$ cat config.mk
export PLATFORM = sky130hd
export DESIGN_NAME = sg_status_group
export DESIGN_NICKNAME = d
export VERILOG_FILES = /design/src/rtl/sg_pkg.sv /design/src/rtl/sg_edge_filter.sv /design/src/rtl/sg_event_reg.sv /design/src/rtl/sg_host_regs.sv /design/src/rtl/sg_status_group.sv
export SDC_FILE = /design/constraint.sdc
export NUM_CORES = 1
export LEC_CHECK = 0
export BUFFER_PORTS_ARGS = -buffer_cell sky130_fd_sc_hd__clkbuf_2
export CORE_UTILIZATION = 65
export CTS_BUF_LIST = sky130_fd_sc_hd__clkbuf_8
export CTS_CLUSTER_DIAMETER = 120
export CTS_CLUSTER_SIZE = 30
export DETAILED_ROUTE_END_ITERATION = 7
export GPL_TIMING_DRIVEN = 0
export PLACE_DENSITY_LB_ADDON = 0.2
export SKIP_CTS_REPAIR_TIMING = 1
export SLEW_MARGIN = 20
export SYNTH_ARGS = -nofsm -noshare
export SYNTH_HDL_FRONTEND = slang
export SYNTH_HIERARCHICAL = 1
export SYNTH_SLANG_ARGS = --single-unit
$ cat constraint.sdc
create_clock -name clk -period 2.72 [get_ports clk]
set_clock_uncertainty 0.05 [all_clocks]
set_input_delay 0.272 -clock clk [delete_from_list [all_inputs] [get_ports clk]]
set_output_delay 0.272 -clock clk [all_outputs]
set_load 0.02 [all_outputs]
$ cat src/rtl/sg_pkg.sv
// Package: shared register selects for the status group.
// Assumes a 3-bit host address; unused selects read as zero.
package sg_pkg;
    localparam int ADDR_W = 3;

    typedef enum logic [ADDR_W-1:0] {
        SEL_COND   = 3'd0,
        SEL_RISE   = 3'd1,
        SEL_FALL   = 3'd2,
        SEL_EVENT  = 3'd3,
        SEL_ENABLE = 3'd4
    } sel_e;
endpackage

$ cat src/rtl/sg_edge_filter.sv
// Module: per-bit transition detector with rising and falling masks.
// Keeps a copy of the conditions from the previous clock. The reset
// loads the live value, so releasing reset creates no false edge.
module sg_edge_filter #(
    parameter int W = 16
) (
    input  logic         clk,
    input  logic         rst_n,
    input  logic [W-1:0] cond_in,
    input  logic [W-1:0] rise_mask,
    input  logic [W-1:0] fall_mask,
    output logic [W-1:0] prev_q,
    output logic [W-1:0] hit
);
    // Track last cycle's conditions; reset captures the live inputs too.
    always_ff @(posedge clk) begin
        if (!rst_n) begin
            prev_q <= cond_in;
        end else begin
            prev_q <= cond_in;
        end
    end

    // One qualifier per bit: a masked rise or a masked fall.
    for (genvar i = 0; i < W; i++) begin : g_bit
        logic up, down;
        assign up     = cond_in[i] & ~prev_q[i];
        assign down   = ~cond_in[i] & prev_q[i];
        assign hit[i] = (up & rise_mask[i]) | (down & fall_mask[i]);
    end
endmodule

$ cat src/rtl/sg_event_reg.sv
// Module: sticky event bits with clear-on-read.
// Assumes the clear is one cycle wide. Hits arriving with the clear win.
module sg_event_reg #(
    parameter int W = 16
) (
    input  logic         clk,
    input  logic         rst_n,
    input  logic [W-1:0] hit,
    input  logic         clear,
    output logic [W-1:0] event_q
);
    logic [W-1:0] kept;

    // Drop old bits on a clearing read, otherwise hold them.
    always_comb begin
        kept = clear ? '0 : event_q;
    end

    // Accumulate new hits on top of what is kept.
    always_ff @(posedge clk) begin
        if (!rst_n) begin
            event_q <= '0;
        end else begin
            event_q <= kept | hit;
        end
    end
endmodule

$ cat src/rtl/sg_host_regs.sv
// Module: host-visible masks and the registered read path.
// Assumes single-cycle strobes. Read data changes only on a read.
module sg_host_regs #(
    parameter int W = 16
) (
    input  logic                      clk,
    input  logic                      rst_n,
    input  logic                      wr_en,
    input  logic                      rd_en,
    input  logic [sg_pkg::ADDR_W-1:0] addr,
    input  logic [W-1:0]              wr_data,
    input  logic [W-1:0]              cond_in,
    input  logic [W-1:0]              event_q,
    output logic [W-1:0]              rise_mask,
    output logic [W-1:0]              fall_mask,
    output logic [W-1:0]              enable_mask,
    output logic [W-1:0]              rd_data,
    output logic                      evt_clear
);
    import sg_pkg::*;

    sel_e         sel;
    logic [W-1:0] rd_mux;

    assign sel = sel_e'(addr);

    // A read of the event select empties the event bits.
    assign evt_clear = rd_en && (sel == SEL_EVENT);

    // Choose the read source; unmapped selects give zero.
    always_comb begin
        case (sel)
            SEL_COND:   rd_mux = cond_in;
            SEL_RISE:   rd_mux = rise_mask;
            SEL_FALL:   rd_mux = fall_mask;
            SEL_EVENT:  rd_mux = event_q;
            SEL_ENABLE: rd_mux = enable_mask;
            default:    rd_mux = '0;
        endcase
    end

    // Update the writable masks; the other selects ignore writes.
    always_ff @(posedge clk) begin
        if (!rst_n) begin
            rise_mask   <= '1;
            fall_mask   <= '0;
            enable_mask <= '0;
        end else if (wr_en) begin
            case (sel)
                SEL_RISE:   rise_mask   <= wr_data;
                SEL_FALL:   fall_mask   <= wr_data;
                SEL_ENABLE: enable_mask <= wr_data;
                default:    ;
            endcase
        end
    end

    // Register the selected value on a read strobe.
    always_ff @(posedge clk) begin
        if (!rst_n) begin
            rd_data <= '0;
        end else if (rd_en) begin
            rd_data <= rd_mux;
        end
    end
endmodule

$ cat src/rtl/sg_status_group.sv
// Module: top of the edge-qualified status group.
// Joins the transition filter, the event bits and the host registers.
// The summary is combinational from the event and enable registers.
module sg_status_group #(
    parameter int W = 16
) (
    input  logic                      clk,
    input  logic                      rst_n,
    input  logic [W-1:0]              cond_in,
    input  logic                      wr_en,
    input  logic                      rd_en,
    input  logic [sg_pkg::ADDR_W-1:0] addr,
    input  logic [W-1:0]              wr_data,
    output logic [W-1:0]              rd_data,
    output logic                      summary
);
    logic [W-1:0] rise_mask, fall_mask, enable_mask;
    logic [W-1:0] prev_q, hit, event_q;
    logic         evt_clear;

    sg_edge_filter #(.W(W)) u_edge (
        .clk       (clk),
        .rst_n     (rst_n),
        .cond_in   (cond_in),
        .rise_mask (rise_mask),
        .fall_mask (fall_mask),
        .prev_q    (prev_q),
        .hit       (hit)
    );

    sg_event_reg #(.W(W)) u_evt (
        .clk     (clk),
        .rst_n   (rst_n),
        .hit     (hit),
        .clear   (evt_clear),
        .event_q (event_q)
    );

    sg_host_regs #(.W(W)) u_regs (
        .clk         (clk),
        .rst_n       (rst_n),
        .wr_en       (wr_en),
        .rd_en       (rd_en),
        .addr        (addr),
        .wr_data     (wr_data),
        .cond_in     (cond_in),
        .event_q     (event_q),
        .rise_mask   (rise_mask),
        .fall_mask   (fall_mask),
        .enable_mask (enable_mask),
        .rd_data     (rd_data),
        .evt_clear   (evt_clear)
    );

    // Any enabled event raises the summary.
    assign summary = |(event_q & enable_mask);
endmodule

Word level (Yosys, flattened, before mapping). Cells that the tools add are included.

Register bits after elaboration: 96. Bits of input ports: 39. Output and inout port bits: 17. Word-level logic and storage cells: 132.

Eq/ne operators: 4. Multiplexer cells: 2. Bitwise operators: 114. Reductions and logical operators: 6.

Operator list (count): 16-bit one-hot mux with 5 select lines (1); 1-bit AND (64); 1-bit NOT (32); 16-bit AND (1); 16-bit two-way mux (1); 1-bit OR (16); 16-bit OR (1); 16-bit OR reduction (1); 3-bit by 2-bit equality test with 1-bit output (second input constant) (2); 2-bit AND reduction (3); 3-bit by 1-bit equality test with 1-bit output (second input constant) (1); 3-bit equality test (second input constant) (1); 3-bit logical NOT (1); 1-bit logical AND (1).

Depth between registers and ports, before layout. Gate-level depths: netlist (run 1).

Depth after elaboration: 5. Mapped depth: 7. Mapped depth without buffers: 4.

By module. The synthesis (run 1) kept the hierarchy.

Modules (own cells, without submodules): sg_host_regs (times used 1, cells each 386, area an instance 3189.3 µm², sequential area each 1281.2 µm²); sg_edge_filter (times used 1, cells each 64, area an instance 640.6 µm², sequential area each 320.3 µm²); sg_event_reg (times used 1, cells each 51, area an instance 565.5 µm², sequential area each 320.3 µm²); sg_status_group (times used 1, cells each 9, area an instance 101.3 µm², sequential area each 0.0 µm²).

Worst setup path after synthesis (run 1). OpenSTA, ideal clock, no wires.

Path kind: input to register. Start point: input port rd_en. End point: register u_evt.event_q[10]. Library setup time: 0.115 ns. Arrival: 1.341 ns. Data required time: 2.555 ns. Setup slack: 1.214 ns. Stages: 6. Buffers on the path: 3. Cells stage by stage: buf_2 > clkbuf_1 > and3_1 > buf_4 > nor2b_1 > o21a_1.

Word-level cells in the longest chain between the ends: 3.

Ends and longest elaborated chain: start, declared (RTL line sg_status_group.sv:11) `input logic rd_en,`; 1-bit logical AND (RTL line sg_host_regs.sv:28) `assign evt_clear = rd_en && (sel == SEL_EVENT);`; net evt_clear (RTL line sg_status_group.sv:19) `logic evt_clear;`; 16-bit two-way mux (RTL line sg_event_reg.sv:16) `kept = clear ? '0 : event_q;`; 16-bit OR (RTL line sg_event_reg.sv:24) `event_q <= kept | hit;`; end signal, assigned (RTL line sg_event_reg.sv:24); end, declared (RTL line sg_event_reg.sv:10) `output logic [W-1:0] event_q`.

The timed path passes the listed nets, and every way through them passes these cells. A chain may end at the register's enable or synchronous reset.

Final worst setup path (run 1).
Start point: register u_evt.event_q[2]. End point: output port summary.

Word-level cells in the longest chain between the ends: 2.

Ends and longest elaborated chain: 16-bit AND (RTL line sg_status_group.sv:56) `assign summary = |(event_q & enable_mask);`; 16-bit OR reduction (RTL line sg_status_group.sv:56); end, declared (RTL line sg_status_group.sv:15) `output logic summary`.

No other way between the ends.

==> impl_metrics.tcl, run 1 <==
set metrics [dict create \
    tns_ns 0 \
    grt_pass1_vias 3895 \
    failed_checks "negative hold slack" \
    cts_buffers 9 \
    relSlewSlack_pct 38.9 \
    synth_adder_area_share_pct 0 \
    end_kind "primary output" \
    grt_max_degree 17 \
    start_kind "register" \
    grt_pass1_wl_um 19600 \
    wl_um 12700 \
    diodes 0 \
    switchingPower_w 0.000783 \
    initial_utilization_pct 69.2 \
    rsz0062_at_grt "no" \
    h-tree-depth 3 \
    port_buffers 53 \
    critPathMaxFanout 3 \
    synth_largest_area_cell "dfxtp_1" \
    clock-sinks 96 \
    cp.arrival_ns 1.57 \
    worstSetupStartpoint "u_evt/event_q[2]$_SDFF_PN0_" \
    coreArea_mm2 0.00649 \
    synthXorXnorAreaFrac_pct 0 \
    whs_ns -0.0105 \
    drt_pass1_iterations 5 \
    synth_mux_area_share_pct 3.56 \
    grt.total_usage_pct 36.3 \
    p_leak_nw 2.10 \
    syn-instance-count 510 \
    rr_startpoint "u_regs/enable_mask[0]$_SDFFE_PN0P_" \
    synth.yosys.seq_area_share_pct 42.7 \
    ff2ff_path_depth 4 \
    antenna_found_initial 0 \
    power_frac_comb_pct 13.0 \
    mostFrequentLayoutCell "nand2_1" \
    swShare_pct 26.7 \
    hold_path.class "input pin to register" \
    synth-seq-cells 96 \
    ios 56 \
    p_per_area_mw_per_mm2 568 \
    syn_avg_cell_area_um2 8.82 \
    p_seq_share_pct 52.0 \
    p_clk_share_pct 35.0 \
    synth_nets 549 \
    fmax_mhz 528 \
    clock_latency_ns 0.37 \
    hold_viol 3 \
    cap_violations 0 \
    cts_tree "yes" \
    dp_slack_ns 0.572 \
    period_needed_ns 1.89 \
    drc 0 \
    synth_cell_types 37 \
    yosys.area_share.simple_pct 28.6 \
    worstReg2RegEnd "u_regs/rd_data[0]$_SDFFE_PN0P_" \
    layout-drive-gt1-share_pct 24.0 \
    clockBufferDepth 2 \
    fin_ws_ns 0.826 \
    finalSetupViolCount 0 \
    place_hpwl_um 8600 \
    final_cell_mix "113 x nand2_1, 96 x dfxtp_1, 58 x clkbuf_2, 47 x nand3b_1, 31 x a21boi_0" \
    ant_nets 0 \
    nets 621 \
    intPower_w 0.00215 \
    place_congestion 0.975 \
    status "complete, but fails checks" \
    worstPathRequired_ns 2.40 \
    synth_top_family_by_area "simple AND/OR/NAND/NOR gates" \
    die_h_um 85.2 \
    grt.overflow.total 0 \
    synth_compound_area_share_pct 20.2 \
    die_x_um 85.2 \
    vdd_drop_max_v 0.000426 \
    netlist_area_mm2 0.00450 \
    synth.area.top_cells "dfxtp_1 43%, nand2_1 9.4%, nand3b_1 7.8%, a21boi_0 5.2%, a2111oi_2 3.7%" \
    synth_warnings 6 \
    wire_per_inst_um 19.1 \
    yosysTopAreaCellShare_pct 42.7 \
    worst_pin_slew_ns 0.894 \
    row_count 29 \
    area_delta_synth_final_pct 14.7 \
    via_count 4107 \
    maxSlewViolCount 0 \
    cts_root_buf "clkbuf_8" \
    rrSetupSlack_ns 1.08 \
    die-area_mm2 0.00725 \
    drt_iter0_markers 460 \
    period_share_pct 69.6 \
    worstSetupPathType "register to primary output" \
    vias_per_cell 6.19 \
    cts.clk_slew.worst_paths_ns 0.09 \
    cp-endpoint "summary" \
]
-- stage by stage --
| step | cell area (um^2) | total power (W) | cells | hold slack, ns | utilization, % |
|---|---|---|---|---|---|
| floorplan | 4500 | 0.00178 | 510 | 0.250 | - |
| finish | 5160 | 0.00293 | 664 | -0.0105 | 79.4 |
| detailed placement | 4860 | 0.00191 | 640 | 0.362 | 74.8 |
| global placement | 4860 | 0.00190 | 640 | 0.360 | 74.8 |
| global route | 5160 | 0.00302 | 664 | 0.000721 | 79.4 |
| CTS | 5080 | 0.00291 | 656 | -0.0204 | 78.2 |
-- power groups by stage --
stage | registers, W | logic (W) | clock network (W)
3_3_place_gp | 0.00155 | 0.000350 | 0
3_5_place_dp | 0.00155 | 0.000360 | 0
4_1_cts | 0.00152 | 0.000363 | 0.00103
2_1_floorplan | 0.00155 | 0.000222 | 0
5_1_grt | 0.00153 | 0.000407 | 0.00108
6_report | 0.00152 | 0.000381 | 0.00103
-- cells by family after synthesis --
logic type | Yosys count
flip-flops | 96
buffers and inverters | 39
AO/OA/AOI/OAI | 108
multiplexers | 16
AND/OR/NAND/NOR | 251
-- registers in the layout, summed over array words and instances (netlist names) --
name,count
u_edge/prev_q,16
u_evt/event_q,16
u_regs/enable_mask,16
u_regs/fall_mask,16
u_regs/rd_data,16
u_regs/rise_mask,16
-- how the worst min path moves through the flow --
stage                      from                   endpoint  slack, ns  depth (start not counted)
finish              cond_in[15]  u_edge/prev_q[15]$_DFF_P_      -0.01                          1
global placement     cond_in[2]   u_edge/prev_q[2]$_DFF_P_       0.36                          1
CTS                  cond_in[6]   u_edge/prev_q[6]$_DFF_P_      -0.02                          1
global route        cond_in[12]  u_edge/prev_q[12]$_DFF_P_     0.0007                          1
detailed placement   cond_in[6]   u_edge/prev_q[6]$_DFF_P_       0.36                          1
floorplan            cond_in[0]   u_edge/prev_q[0]$_DFF_P_       0.25                          0
-- critical path: stages, from the launching register on --
cell	delay (ns)
dfxtp_1	0.35
a22o_1	0.30
a221oi_2	0.21
nand4_1	0.16
clkbuf_2	0.19
-- synth_stat cells, drive strengths merged --
library cell,instances
clkbuf,12
dfxtp,96
or2,1
o21ai,18
a2111oi,15
nand2,113
and3b,2
mux2i,16
o22ai,1
and3,2
a21boi,32
nand3b,47
inv,3
buf,24
o21a,16
and4,1
a21oi,17
a221oi,4
and2b,4
nor2,31
nand3,18
nor2b,13
nand4,2
o32a,1
a22o,4
nor3,15
and2,2
-- final cells by class --
class	instances	area, um^2
clock buffer	9	124
clock inverter	7	95.1
inverter	3	11.3
timing repair buffer	61	345
buffer	36	209
fill	466	1340
sequential	96	1920
tap	77	96.3
multi-input combinational	375	2350
-- layer usage --
metal,vias up,wire [um],track usage (%),share of wire (%)
met5,-,0,0,0
met1,1945,5160,46.8,41
li1,1918,-,-,-
met3,35,1160,6.71,9.2
met4,0,388,16.8,3.1
met2,209,5990,59.1,47
(Power assumes the default switching activity.)
==> run 2: changes to the inputs <==
--- a/config.mk
+++ b/config.mk
@@ -5,8 +5,9 @@
 export SDC_FILE = /design/constraint.sdc
 export NUM_CORES = 1
 export LEC_CHECK = 0
+export ABC_AREA = 1
 export BUFFER_PORTS_ARGS = -buffer_cell sky130_fd_sc_hd__clkbuf_2
-export CORE_UTILIZATION = 65
+export CORE_UTILIZATION = 54
 export CTS_BUF_LIST = sky130_fd_sc_hd__clkbuf_8
 export CTS_CLUSTER_DIAMETER = 120
 export CTS_CLUSTER_SIZE = 30
==> constraint.sdc (replaced) <==
create_clock -name clk -period 1.65 [get_ports clk]
set_clock_uncertainty 0.05 [all_clocks]
set_input_delay 0.165 -clock clk [delete_from_list [all_inputs] [get_ports clk]]
set_output_delay 0.165 -clock clk [all_outputs]
set_load 0.02 [all_outputs]
==> impl_metrics.tcl, run 2 <==
set metrics [dict create \
    status "complete, but fails checks" \
    failed_checks "negative hold slack" \
    critPathMaxFanout 3 \
    die-area_mm2 0.00856 \
    end_kind "primary output" \
    synth_nets 673 \
    synth_cell_types 27 \
    diodes 0 \
    netlist_area_mm2 0.00442 \
    antenna_found_initial 0 \
    grt_max_degree 16 \
    place_hpwl_um 8900 \
    coreArea_mm2 0.00781 \
    p_leak_nw 2.46 \
    start_kind "register" \
    fmax_mhz 653 \
    cpMostUsedCell "nand2_1" \
    drt_iter0_markers 428 \
    synth_warnings 6 \
    h-tree-depth 3 \
    rsz0062_at_grt "no" \
    clock-sinks 96 \
    worstSetupPathType "register to primary output" \
    relSlewSlack_pct 55.9 \
    worstPathRequired_ns 1.43 \
    rrSetupSlack_ns 0.58 \
    syn_avg_cell_area_um2 6.98 \
    area_delta_synth_final_pct 16.9 \
    grt.overflow.total 0 \
    grt_pass1_wl_um 20700 \
    hold_viol 4 \
    synthXorXnorAreaFrac_pct 0 \
    cap_violations 0 \
    synth_largest_area_cell "dfxtp_1" \
    period_share_pct 92.8 \
    cts_tree "yes" \
    layout-drive-gt1-share_pct 15.6 \
    wire_per_inst_um 16.0 \
    yosys-top-cells-count "156 x nand2_1, 129 x nand3_1, 96 x dfxtp_1" \
    mostFrequentLayoutCell "nand2_1" \
    die_x_um 92.5 \
    async_flop_share_pct 0 \
    synth-seq-cells 96 \
    hold_path.class "input pin to register" \
    period_needed_ns 1.53 \
    row_count 32 \
    path_cells "nand2_1 > nand2_1 > inv_1 > nand2_1 > nor2_1 > nand2_1 > clkbuf_2" \
    synth_most_common_cell "nand2_1" \
    vdd_drop_max_v 0.000476 \
    ios 56 \
    initial_utilization_pct 56.7 \
    synth.area.top_cells "dfxtp_1 43%, nand3_1 15%, nand2_1 13%, inv_1 5.8%, a21oi_1 4.4%" \
    max_stage_delay_ns 0.34 \
    yosysTopAreaCellShare_pct 43.4 \
    cp.arrival_ns 1.32 \
    place_congestion 0.943 \
    syn-instance-count 634 \
    cts_root_buf "clkbuf_8" \
    whs_ns -0.00691 \
    final_cell_mix "156 x nand2_1, 129 x nand3_1, 96 x dfxtp_1, 69 x inv_1, 53 x clkbuf_2" \
    p_per_area_mw_per_mm2 902 \
    nets 752 \
    synth_top_family_by_area "simple AND/OR/NAND/NOR gates" \
    die_h_um 92.5 \
    clockBufferDepth 2 \
    cts_buffers 9 \
    drt_pass1_iterations 5 \
    cts.clk_slew.worst_paths_ns 0.09 \
    yosys.area_share.simple_pct 35.2 \
    ant_nets 0 \
    grt_pass1_vias 4250 \
    worst_pin_slew_ns 0.661 \
    grt.total_usage_pct 31.9 \
    finalSetupViolCount 0 \
    vias_per_cell 5.67 \
    clock_latency_ns 0.36 \
    synth_edf_count 0 \
    synth.yosys.seq_area_share_pct 43.4 \
    fin_cells 820 \
    place_inst 788 \
    fillers 729 \
    drc 0 \
    wl_um 13100 \
    synth_mux_area_share_pct 0 \
    via_count 4653 \
    post-route-util_pct 66.2 \
    synth_flop_cell "dfxtp_1" \
    synth_adder_area_share_pct 0 \
    port_buffers 52 \
    synth_compound_area_share_pct 10.2 \
    maxSlewViolCount 0 \
    critPathSlowestCell "dfxtp_1" \
]
-- run 2: cell types whose count changed after synthesis, moves of 11 or more --
cell and change:
inv_1 +65, a2111oi_2 -11, nand3_1 +111, nor2b_1 -12
nand3b_1 -47, nor2_1 +20, a21oi_1 +22, o21a_1 -16
o21ai_2 -16, nand2_1 +43, mux2i_1 -16, a21boi_0 -31
o21ai_0 +14
-- run 2: worst paths after layout --
kind / depth (start not counted) / from / end
worst max-delay path: 7 / u_evt/event_q[15]$_SDFF_PN0_ / summary
worst min-delay path: 3 / wr_data[10] / u_regs/rise_mask[10]$_SDFFE_PN1P_
worst max register to register: 4 / u_regs/enable_mask[10]$_SDFFE_PN0P_ / u_regs/rd_data[10]$_SDFFE_PN0P_
worst min register to register: 2 / u_regs/rd_data[9]$_SDFFE_PN0P_ / u_regs/rd_data[9]$_SDFFE_PN0P_
-- run 2: power breakdown --
| part | switching (W) | leakage [nW] | internal, W |
|---|---|---|---|
| registers | 0.0000697 | 0.788 | 0.00242 |
| logic | 0.000400 | 1.57 | 0.000214 |
| clock network | 0.000826 | 0.103 | 0.000735 |
| total | 0.00130 | 2.46 | 0.00337 |
-- run 2: layer usage --
metal,global-route usage [%],up-vias,part of all wire (%)
met5,0,-,0
met4,15.2,0,3.5
met3,4.68,48,12
met2,51.8,272,44
met1,41.5,2126,40
li1,-,2207,-
-- run 2: kinds of logic (layout without fill, tap and decap cells) --
family | after synthesis | after routing
buffers and inverters | 109 | 193
flip-flops | 96 | 96
AND/OR/NAND/NOR | 349 | 349
AO/OA/AOI/OAI | 80 | 80
-- run 2: critical path, delay by kind of cell (launching register included) --
family	cells	cell delay [ns]
flip-flops	1	0.34
AND/OR/NAND/NOR	5	0.40
buffers and inverters	2	0.22
-- run 2: per-stage QoR --
| stage | total power (W) | hold WS (ns) | setup slack (ns) | instance area, um^2 | setup TNS [ns] |
|---|---|---|---|---|---|
| global route | 0.00484 | 0.000732 | 0.0170 | 5170 | 0 |
| detailed placement | 0.00311 | 0.267 | -0.0218 | 4810 | -0.116 |
| finish | 0.00466 | -0.00691 | 0.119 | 5170 | 0 |
| global placement | 0.00309 | 0.261 | 0.00543 | 4810 | 0 |
| CTS | 0.00462 | -0.111 | 0.135 | 5010 | 0 |
| floorplan | 0.00288 | 0.143 | 0.264 | 4420 | 0 |
-- run 2: cell type report --
class,count,area (um^2),share of cell area (%)
Multi-Input combinational cell,429,2010,38.8
Tap cell,102,128,2.47
Timing Repair Buffer,68,420,8.13
Clock inverter,6,60.1,1.16
Clock buffer,10,138,2.66
Buffer,33,208,4.02
Inverter,76,287,5.54
Sequential cell,96,1920,37.2
